**src/rtl/dmat_pkg.sv**
```systemverilog
package dmat_pkg;

    parameter int ADDR_W = 16;
    parameter int CNT_W  = 16;
    parameter int DATA_W = 32;
    parameter int RA_W   = 5;

    localparam logic [RA_W-1:0] GLB_ADDR = RA_W'(16);

    typedef enum logic [1:0] {
        SZ_BYTE = 2'd0,
        SZ_HALF = 2'd1,
        SZ_WORD = 2'd2,
        SZ_WIDE = 2'd3
    } unit_sz_e;

    typedef struct packed {
        unit_sz_e size;
        logic     done;
        logic     ie;
        logic     en;
    } ch_ctrl_t;

    typedef struct packed {
        logic [ADDR_W-1:0] src;
        logic [ADDR_W-1:0] dst;
        logic [CNT_W-1:0]  cnt;
        ch_ctrl_t          ctrl;
    } ch_regs_t;

    typedef enum logic [1:0] {
        ENG_IDLE  = 2'd0,
        ENG_READ  = 2'd1,
        ENG_WRITE = 2'd2
    } eng_state_e;

    function automatic logic [ADDR_W-1:0] unit_bytes(unit_sz_e s);
        case (s)
            SZ_BYTE: return ADDR_W'(1);
            SZ_HALF: return ADDR_W'(2);
            default: return ADDR_W'(4);
        endcase
    endfunction

    function automatic logic misaligned(logic [ADDR_W-1:0] a, unit_sz_e s);
        return (a & (unit_bytes(s) - ADDR_W'(1))) != '0;
    endfunction

endpackage

```
**src/rtl/dmat_chan.sv**
```systemverilog
module dmat_chan
    import dmat_pkg::*;
(
    input  logic              clk,
    input  logic              rst,
    input  logic              wr_en,
    input  logic [1:0]        wr_sel,
    input  logic [ADDR_W-1:0] wr_data,
    input  logic              unit_done,
    output ch_regs_t          regs,
    output logic              ready
);

    always_ff @(posedge clk) begin
        if (rst) begin
            regs <= '0;
        end else begin
            if (wr_en) begin
                case (wr_sel)
                    2'd0: regs.src <= wr_data;
                    2'd1: regs.dst <= wr_data;
                    2'd2: regs.cnt <= wr_data[CNT_W-1:0];
                    default: begin
                        regs.ctrl.en   <= wr_data[0];
                        regs.ctrl.ie   <= wr_data[1];
                        regs.ctrl.size <= unit_sz_e'(wr_data[4:3]);
                        if (!wr_data[2]) regs.ctrl.done <= 1'b0;
                    end
                endcase
            end
            if (unit_done) begin
                regs.src <= regs.src + unit_bytes(regs.ctrl.size);
                regs.dst <= regs.dst + unit_bytes(regs.ctrl.size);
                regs.cnt <= regs.cnt - CNT_W'(1);
                if (regs.cnt == CNT_W'(1)) regs.ctrl.done <= 1'b1;
            end
        end
    end

    assign ready = regs.ctrl.en && !regs.ctrl.done && (regs.cnt != '0);


    done_on_last_chk: assert property (@(posedge clk) disable iff (rst)
        $rose(regs.ctrl.done) |-> $past(unit_done) && ($past(regs.cnt) == CNT_W'(1)));


    cnt_step_chk: assert property (@(posedge clk) disable iff (rst)
        unit_done |=> regs.cnt == $past(regs.cnt) - CNT_W'(1));

endmodule

```
**src/rtl/dmat_arb.sv**
```systemverilog
module dmat_arb #(
    parameter int N    = 3,
    parameter int CH_W = 2
) (
    input  logic [N-1:0]    req,
    output logic            any,
    output logic [CH_W-1:0] grant
);

    always_comb begin
        grant = '0;
        for (int i = N - 1; i >= 0; i--) begin
            if (req[i]) grant = CH_W'(i);
        end
    end

    assign any = |req;

    always_comb begin

        if (any) prio_low_chk: assert (req[grant] && ((req & ((N'(1) << grant) - N'(1))) == '0));
    end

endmodule

```
**src/rtl/dmat_eng.sv**
```systemverilog
module dmat_eng
    import dmat_pkg::*;
#(
    parameter int NUM_CH = 3,
    parameter int CH_W   = 2
) (
    input  logic              clk,
    input  logic              rst,
    input  logic              go,
    input  logic              any,
    input  logic [CH_W-1:0]   grant,
    input  ch_regs_t          regs_arr [NUM_CH],
    output logic              mem_req,
    output logic              mem_we,
    output logic [ADDR_W-1:0] mem_addr,
    output logic [DATA_W-1:0] mem_wdata,
    input  logic              mem_ack,
    input  logic [DATA_W-1:0] mem_rdata,
    output logic              bus_own,
    output logic [NUM_CH-1:0] unit_done,
    output logic              addr_err
);

    eng_state_e        state;
    logic [CH_W-1:0]   cur_ch;
    logic [ADDR_W-1:0] a_src, a_dst;
    logic [DATA_W-1:0] data_q;
    ch_regs_t          sel;
    logic              bad_addr;

    always_comb begin
        sel = regs_arr[0];
        for (int i = 0; i < NUM_CH; i++) begin
            if (grant == CH_W'(i)) sel = regs_arr[i];
        end
    end

    assign bad_addr = misaligned(sel.src, sel.ctrl.size) || misaligned(sel.dst, sel.ctrl.size);
    assign addr_err = (state == ENG_IDLE) && go && any && bad_addr;

    always_ff @(posedge clk) begin
        if (rst) begin
            state  <= ENG_IDLE;
            cur_ch <= '0;
            a_src  <= '0;
            a_dst  <= '0;
            data_q <= '0;
        end else begin
            case (state)
                ENG_IDLE: begin
                    if (go && any && !bad_addr) begin
                        cur_ch <= grant;
                        a_src  <= sel.src;
                        a_dst  <= sel.dst;
                        state  <= ENG_READ;
                    end
                end
                ENG_READ: begin
                    if (mem_ack) begin
                        data_q <= mem_rdata;
                        state  <= ENG_WRITE;
                    end
                end
                ENG_WRITE: begin
                    if (mem_ack) state <= ENG_IDLE;
                end
                default: state <= ENG_IDLE;
            endcase
        end
    end

    assign mem_req   = (state == ENG_READ) || (state == ENG_WRITE);
    assign mem_we    = (state == ENG_WRITE);
    assign mem_addr  = (state == ENG_WRITE) ? a_dst : a_src;
    assign mem_wdata = data_q;
    assign bus_own   = (state != ENG_IDLE);

    always_comb begin
        unit_done = '0;
        if (state == ENG_WRITE && mem_ack) unit_done[cur_ch] = 1'b1;
    end


    rd_then_wr_chk: assert property (@(posedge clk) disable iff (rst)
        (state == ENG_READ) && mem_ack |=> mem_req && mem_we && (mem_wdata == $past(mem_rdata)));


    req_hold_chk: assert property (@(posedge clk) disable iff (rst)
        mem_req && !mem_ack |=> mem_req && $stable(mem_addr) && $stable(mem_we));


    release_after_write_chk: assert property (@(posedge clk) disable iff (rst)
        mem_req && mem_we && mem_ack |=> !bus_own);

endmodule

```
**src/rtl/dmat_top.sv**
```systemverilog
module dmat_top
    import dmat_pkg::*;
#(
    parameter int NUM_CH = 3
) (
    input  logic              clk,
    input  logic              rst,
    input  logic              reg_we,
    input  logic [RA_W-1:0]   reg_addr,
    input  logic [ADDR_W-1:0] reg_wdata,
    output logic [ADDR_W-1:0] reg_rdata,
    input  logic              nmi_in,
    output logic              mem_req,
    output logic              mem_we,
    output logic [ADDR_W-1:0] mem_addr,
    output logic [DATA_W-1:0] mem_wdata,
    input  logic              mem_ack,
    input  logic [DATA_W-1:0] mem_rdata,
    output logic              bus_own,
    output logic              irq
);

    localparam int CH_W = (NUM_CH > 1) ? $clog2(NUM_CH) : 1;

    ch_regs_t          regs_a [NUM_CH];
    logic [NUM_CH-1:0] ready, unit_done;
    logic              any, addr_err, go;
    logic [CH_W-1:0]   grant;
    logic              master, nmi_f, ae_f, nmi_q;
    logic              glb_we;

    assign glb_we = reg_we && (reg_addr == GLB_ADDR);
    assign go     = master && !nmi_f && !ae_f;

    always_ff @(posedge clk) begin
        if (rst) begin
            master <= 1'b0;
            nmi_f  <= 1'b0;
            ae_f   <= 1'b0;
            nmi_q  <= 1'b0;
        end else begin
            nmi_q <= nmi_in;
            if (glb_we) master <= reg_wdata[0];
            if (nmi_in && !nmi_q)              nmi_f <= 1'b1;
            else if (glb_we && !reg_wdata[1])  nmi_f <= 1'b0;
            if (addr_err)                      ae_f  <= 1'b1;
            else if (glb_we && !reg_wdata[2])  ae_f  <= 1'b0;
        end
    end

    for (genvar c = 0; c < NUM_CH; c++) begin : g_ch
        logic ch_we;
        assign ch_we = reg_we && !reg_addr[4] && (reg_addr[3:2] == 2'(c));
        dmat_chan u_chan (
            .clk       (clk),
            .rst       (rst),
            .wr_en     (ch_we),
            .wr_sel    (reg_addr[1:0]),
            .wr_data   (reg_wdata),
            .unit_done (unit_done[c]),
            .regs      (regs_a[c]),
            .ready     (ready[c])
        );
    end

    dmat_arb #(.N(NUM_CH), .CH_W(CH_W)) u_arb (
        .req   (ready),
        .any   (any),
        .grant (grant)
    );

    dmat_eng #(.NUM_CH(NUM_CH), .CH_W(CH_W)) u_eng (
        .clk       (clk),
        .rst       (rst),
        .go        (go),
        .any       (any),
        .grant     (grant),
        .regs_arr  (regs_a),
        .mem_req   (mem_req),
        .mem_we    (mem_we),
        .mem_addr  (mem_addr),
        .mem_wdata (mem_wdata),
        .mem_ack   (mem_ack),
        .mem_rdata (mem_rdata),
        .bus_own   (bus_own),
        .unit_done (unit_done),
        .addr_err  (addr_err)
    );

    always_comb begin
        irq = 1'b0;
        for (int c = 0; c < NUM_CH; c++) begin
            irq = irq | (regs_a[c].ctrl.done & regs_a[c].ctrl.ie);
        end
    end

    always_comb begin
        reg_rdata = '0;
        if (reg_addr == GLB_ADDR) begin
            reg_rdata = ADDR_W'({ae_f, nmi_f, master});
        end else begin
            for (int c = 0; c < NUM_CH; c++) begin
                if (!reg_addr[4] && reg_addr[3:2] == 2'(c)) begin
                    case (reg_addr[1:0])
                        2'd0:    reg_rdata = regs_a[c].src;
                        2'd1:    reg_rdata = regs_a[c].dst;
                        2'd2:    reg_rdata = ADDR_W'(regs_a[c].cnt);
                        default: reg_rdata = ADDR_W'(regs_a[c].ctrl);
                    endcase
                end
            end
        end
    end


    nmi_edge_chk: assert property (@(posedge clk) disable iff (rst)
        $rose(nmi_f) |-> $past(nmi_in));


    ae_no_bus_chk: assert property (@(posedge clk) disable iff (rst)
        $rose(ae_f) |-> !$past(bus_own) && !bus_own);


    start_needs_go_chk: assert property (@(posedge clk) disable iff (rst)
        $rose(bus_own) |-> $past(master) && !$past(nmi_f) && !$past(ae_f));

endmodule

```
**config.mk**
```make
export PLATFORM = sky130hd
export DESIGN_NAME = dmat_top
export DESIGN_NICKNAME = d
export VERILOG_FILES = /design/src/rtl/dmat_pkg.sv /design/src/rtl/dmat_chan.sv /design/src/rtl/dmat_arb.sv /design/src/rtl/dmat_eng.sv /design/src/rtl/dmat_top.sv
export SDC_FILE = /design/constraint.sdc
export NUM_CORES = 1
export LEC_CHECK = 0
export ABC_AREA = 1
export CAP_MARGIN = 20
export CORE_ASPECT_RATIO = 1.2
export CORE_MARGIN = 2
export CORE_UTILIZATION = 45
export DETAILED_ROUTE_END_ITERATION = 8
export DONT_BUFFER_PORTS = 1
export RECOVER_POWER = 50
export SETUP_SLACK_MARGIN = 0.05
export SLEW_MARGIN = 30
export SYNTH_ARGS = -nofsm -noshare
export SYNTH_HDL_FRONTEND = slang
export SYNTH_SLANG_ARGS = --single-unit
```
**constraint.sdc**
```tcl
create_clock -name clk -period 3.9 [get_ports clk]
set_input_delay 0.78 -clock clk [delete_from_list [all_inputs] [get_ports clk]]
set_output_delay 0.78 -clock clk [all_outputs]
set_load 0.005 [all_outputs]
```
==> reports/summary.txt <==
=================================================================================
DRC violation total after the first TritonRoute iteration ..........         1499
WHS ................................................................       285 ps
Worst path cell trace .............................................. inv_1 -> ha_1 -> clkbuf_1 -> o21ai_0
Met1 track demand over resource ....................................        0.418
Detail Route Antenna Nets ..........................................            0
Primary FF master, synth ...........................................      dfxtp_1
Setup-failing EPs final ............................................            0
Crit. End Element ..................................................  output port
Flip-flop and latch count after synthesis ..........................          231
Root buffer cell ...................................................    clkbuf_16
Post-Syn Nets ......................................................         2169
Height of the die ..................................................       197 µm
Post-synthesis compound-gate area fraction .........................        0.299
Library cells used by synthesis ....................................           48
Synthesized-area fraction occupied by adder cells ..................       0.0354
Final-layout setup total negative slack ............................         0 ps
Worst vdd ir .......................................................     0.362 mV
Number of warnings printed during yosys synthesis ..................            0
Main combinational cell family by area after synthesis ............. compound AO/OA/AOI/OAI gates
Critical register-to-register path endpoint ........................ u_eng.a_dst[0]
Depth of the worst register-to-register path .......................           18
Cell area after synthesis ..........................................    14000 µm²
Largest net degree at the start of global routing ..................           71
Post-DP Area .......................................................    14400 µm²
Max-cap violations .................................................            0
# rows .............................................................           70
Met2 capacity usage during global routing ..........................        0.536
Transition time of the tightest slew-check pin .....................      1340 ps
Leading area contributor after synthesis ...........................      dfxtp_1
Cell area after layout .............................................    15300 µm²
Worst Setup Path Type .............................................. flop to output port
Skew-Pair Late Insertion Delay .....................................       560 ps
Critical path launch point type ....................................         flop
Net count of the finished layout ...................................         2131
Period utilisation layout ..........................................        0.958
Number of I/O pins .................................................          126
Relative slew slack ................................................        0.109
Overall fraction of global-route tracks in use .....................        0.323
CTS tree ...........................................................        built
Top cells by count, synth .......................................... o21ai_0, inv_1, nor2_1
Post-layout minimum cycle time .....................................      3740 ps
Met3 track demand over resource in global routing ..................       0.0514
Slack of the worst reg-to-reg path .................................       330 ps
Net Switching ......................................................      1330 µW
Routed length per placed instance ..................................      21.7 µm
Endpoints failing hold .............................................            0
Destination of the worst hold path ................................. u_eng.state[0]
Layout Skew ........................................................      19.9 ps
EDFF count, synth ..................................................            0
Remaining design rule violation count ..............................            0
Antenna Cells ......................................................            0
Net switching share of the total power .............................        0.246
Hold_sp ............................................................          rst
First-pass GRT wire length .........................................      81.5 mm
Internal cell power ................................................      4050 µW
Unrepaired setup endpoints after global routing ....................        false
Number of H-tree levels ............................................            1
Leakage Power ......................................................   0.00549 µW
Clock slew at reported path FFs ....................................        60 ps
Total via count in the routed design ...............................        14.9k
Power per cell area ................................................   352 nW/µm²
Max Buffers Root-to-Sink ...........................................            3
Classification of the worst-slack hold path ........................ input port to flop
Remaining global-route overflow ....................................            0
Number of CTS-inserted buffers .....................................           27
Post-synthesis simple-gate area fraction ...........................        0.208
Largest stage delay, worst path ....................................      1000 ps
Run status ......................................................... finished, final reports clean
Die width ..........................................................       165 µm
Combinational fraction of design power .............................        0.058
Die ar. ............................................................    32600 µm²
Multiplexer fraction of the synthesized cell area ..................       0.0104
Fmax ...............................................................      268 MHz
Starting utilization of the core area ..............................        0.458
Setup fix buffers added after clock tree synthesis .................            0
Initial antenna violation count ....................................            0
Wirelength, routed .................................................      53.2 mm
DPL Wire Length ....................................................      39.5 mm
Pre-antenna DRT Iters ..............................................            6
Post-synthesis sequential area ratio ...............................        0.330
Placeable Area .....................................................    30600 µm²
Part of the power in registers .....................................        0.446
CP Launch Point .................................................... u_eng.state[0]
Final core utilization .............................................        0.500
Vias in the first global route .....................................        14.3k
Area grow syn2layout ...............................................        9.06%
GP Congestion ......................................................        0.994
Port-buffer cells ..................................................            0
Portion of synthesized cell area occupied by the leading cell type .        0.330
# clock sinks ......................................................          231
Final-report max-slew violation count ..............................            0
Synthesized-area fraction occupied by xor and xnor cells ...........       0.0156
Relative contribution of the clock network to total power ..........        0.496
Final-layout fill cell count .......................................         3124
Layer with the highest usage after global routing ..................         met2
Ranking of synthesized cells by area ............................... dfxtp_1, o21ai_0, inv_1, nor2_1, nand2_1
Fraction of final layout cells sized beyond drive strength 1 .......       0.0661
Number of stages on the worst hold path ............................            1
Reg2Reg Launch Point ............................................... g_ch[2].u_chan.regs[5]
Required @ worst endpoint ..........................................      3120 ps
CP max-delay cell ..................................................     clkbuf_1
Synthesized netlist cell count .....................................         2075
Count leader, synth ................................................      o21ai_0
Vias per Instance ..................................................         6.08
Avg Inst Size Synth ................................................     6.75 µm²
Fraction of registers with async set/reset .........................            0
Critical path peak fanout ..........................................           21
Arrival time of data at the critical path endpoint .................      2960 ps
=================================================================================
-- worst max-delay path: cells and delay by family, from the launching register on --
family / cells / cell delay [ps]
adders and majority gates: 1 / 240
buffers and inverters: 2 / 1090
AOI/OAI and AO/OA: 1 / 700
DFF: 1 / 350
-- layout by cell type, fill, tap and decap left out, drive strengths merged, types with 6 or more instances in the layout --
master,n
a21oi,156
a221oi,25
a31oi,101
buf,32
clkbuf,57
clkinv,12
dfxtp,231
fa,6
ha,30
inv,247
mux2,13
nand2,222
nand3,133
nand4,30
nor2,250
nor3,27
o211ai,11
o21ai,331
o221ai,21
o22ai,69
or2,7
xor2,24
-- routing by layer --
metal | up-vias | part of all wire
li1 | 7148 | -
met1 | 7050 | 0.41
met2 | 624 | 0.46
met3 | 100 | 0.085
met4 | 0 | 0.042
met5 | - | 0
-- state kept, by name (all words and copies together) (netlist names) --
name / flops
master: 1
u_eng.mem_wdata: 32
u_eng.a_dst: 16
ae_f: 1
nmi_f: 1
u_eng.a_src: 16
u_eng.state: 2
u_eng.cur_ch: 2
g_ch.u_chan.regs: 159
nmi_q: 1
-- timing repair --
action | in CTS | in global routing
setup endpoints to repair | 0 | 7
resized for setup | 0 | 1
hold buffers | 0 | 0
endpoints found under the hold margin | 0 | 0
-- final cells by class --
class | instances | area (µm²) | area share
repair buffers | 46 | 323 | 0.0211
clock inverters | 7 | 88.8 | 0.00581
multi-input cells | 1477 | 7960 | 0.521
inverters | 254 | 956 | 0.0626
clock buffers | 43 | 836 | 0.0547
flip-flops and latches | 231 | 4620 | 0.303
well taps | 396 | 495 | 0.0324
-- per-stage QoR --
step	std cells	setup WS, ps	total power, µW
2_1_floorplan	2075	895	2640
3_3_place_gp	2404	381	2750
3_5_place_dp	2404	305	2750
4_1_cts	2454	289	5410
5_1_grt	2454	35.5	5540
6_report	2454	164	5380
-- logic make-up (layout without fill, tap and decap cells) --
kind of cell             Yosys count  in the layout
AND/OR/NAND/NOR                  674            674
adder cells (fa/ha/maj)           36             36
buffers and inverters            367            350
flip-flops                       231            231
multiplexers                      13             13
XOR/XNOR                          25             25
AO/OA/AOI/OAI                    729            729
-- power by group through the flow --
stage | Sequential [µW] | Combinational (µW) | Clock (µW)
2_1_floorplan | 2440 | 201 | 0
3_3_place_gp | 2450 | 303 | 0
3_5_place_dp | 2450 | 304 | 0
4_1_cts | 2400 | 306 | 2700
5_1_grt | 2400 | 335 | 2800
6_report | 2400 | 310 | 2670
-- worst max path at each step --
stage | to | slack [ps] | cells after the start
detailed placement | u_eng.a_dst[0] | 300 | 15
floorplan | reg_rdata[10] | 900 | 8
CTS | u_eng.a_dst[0] | 290 | 15
global route | g_ch[1].u_chan.regs[40] | 40 | 11
global placement | u_eng.a_src[0] | 380 | 15
finish | mem_addr[0] | 160 | 4
Note: power is estimated with default switching activity, not from simulation.
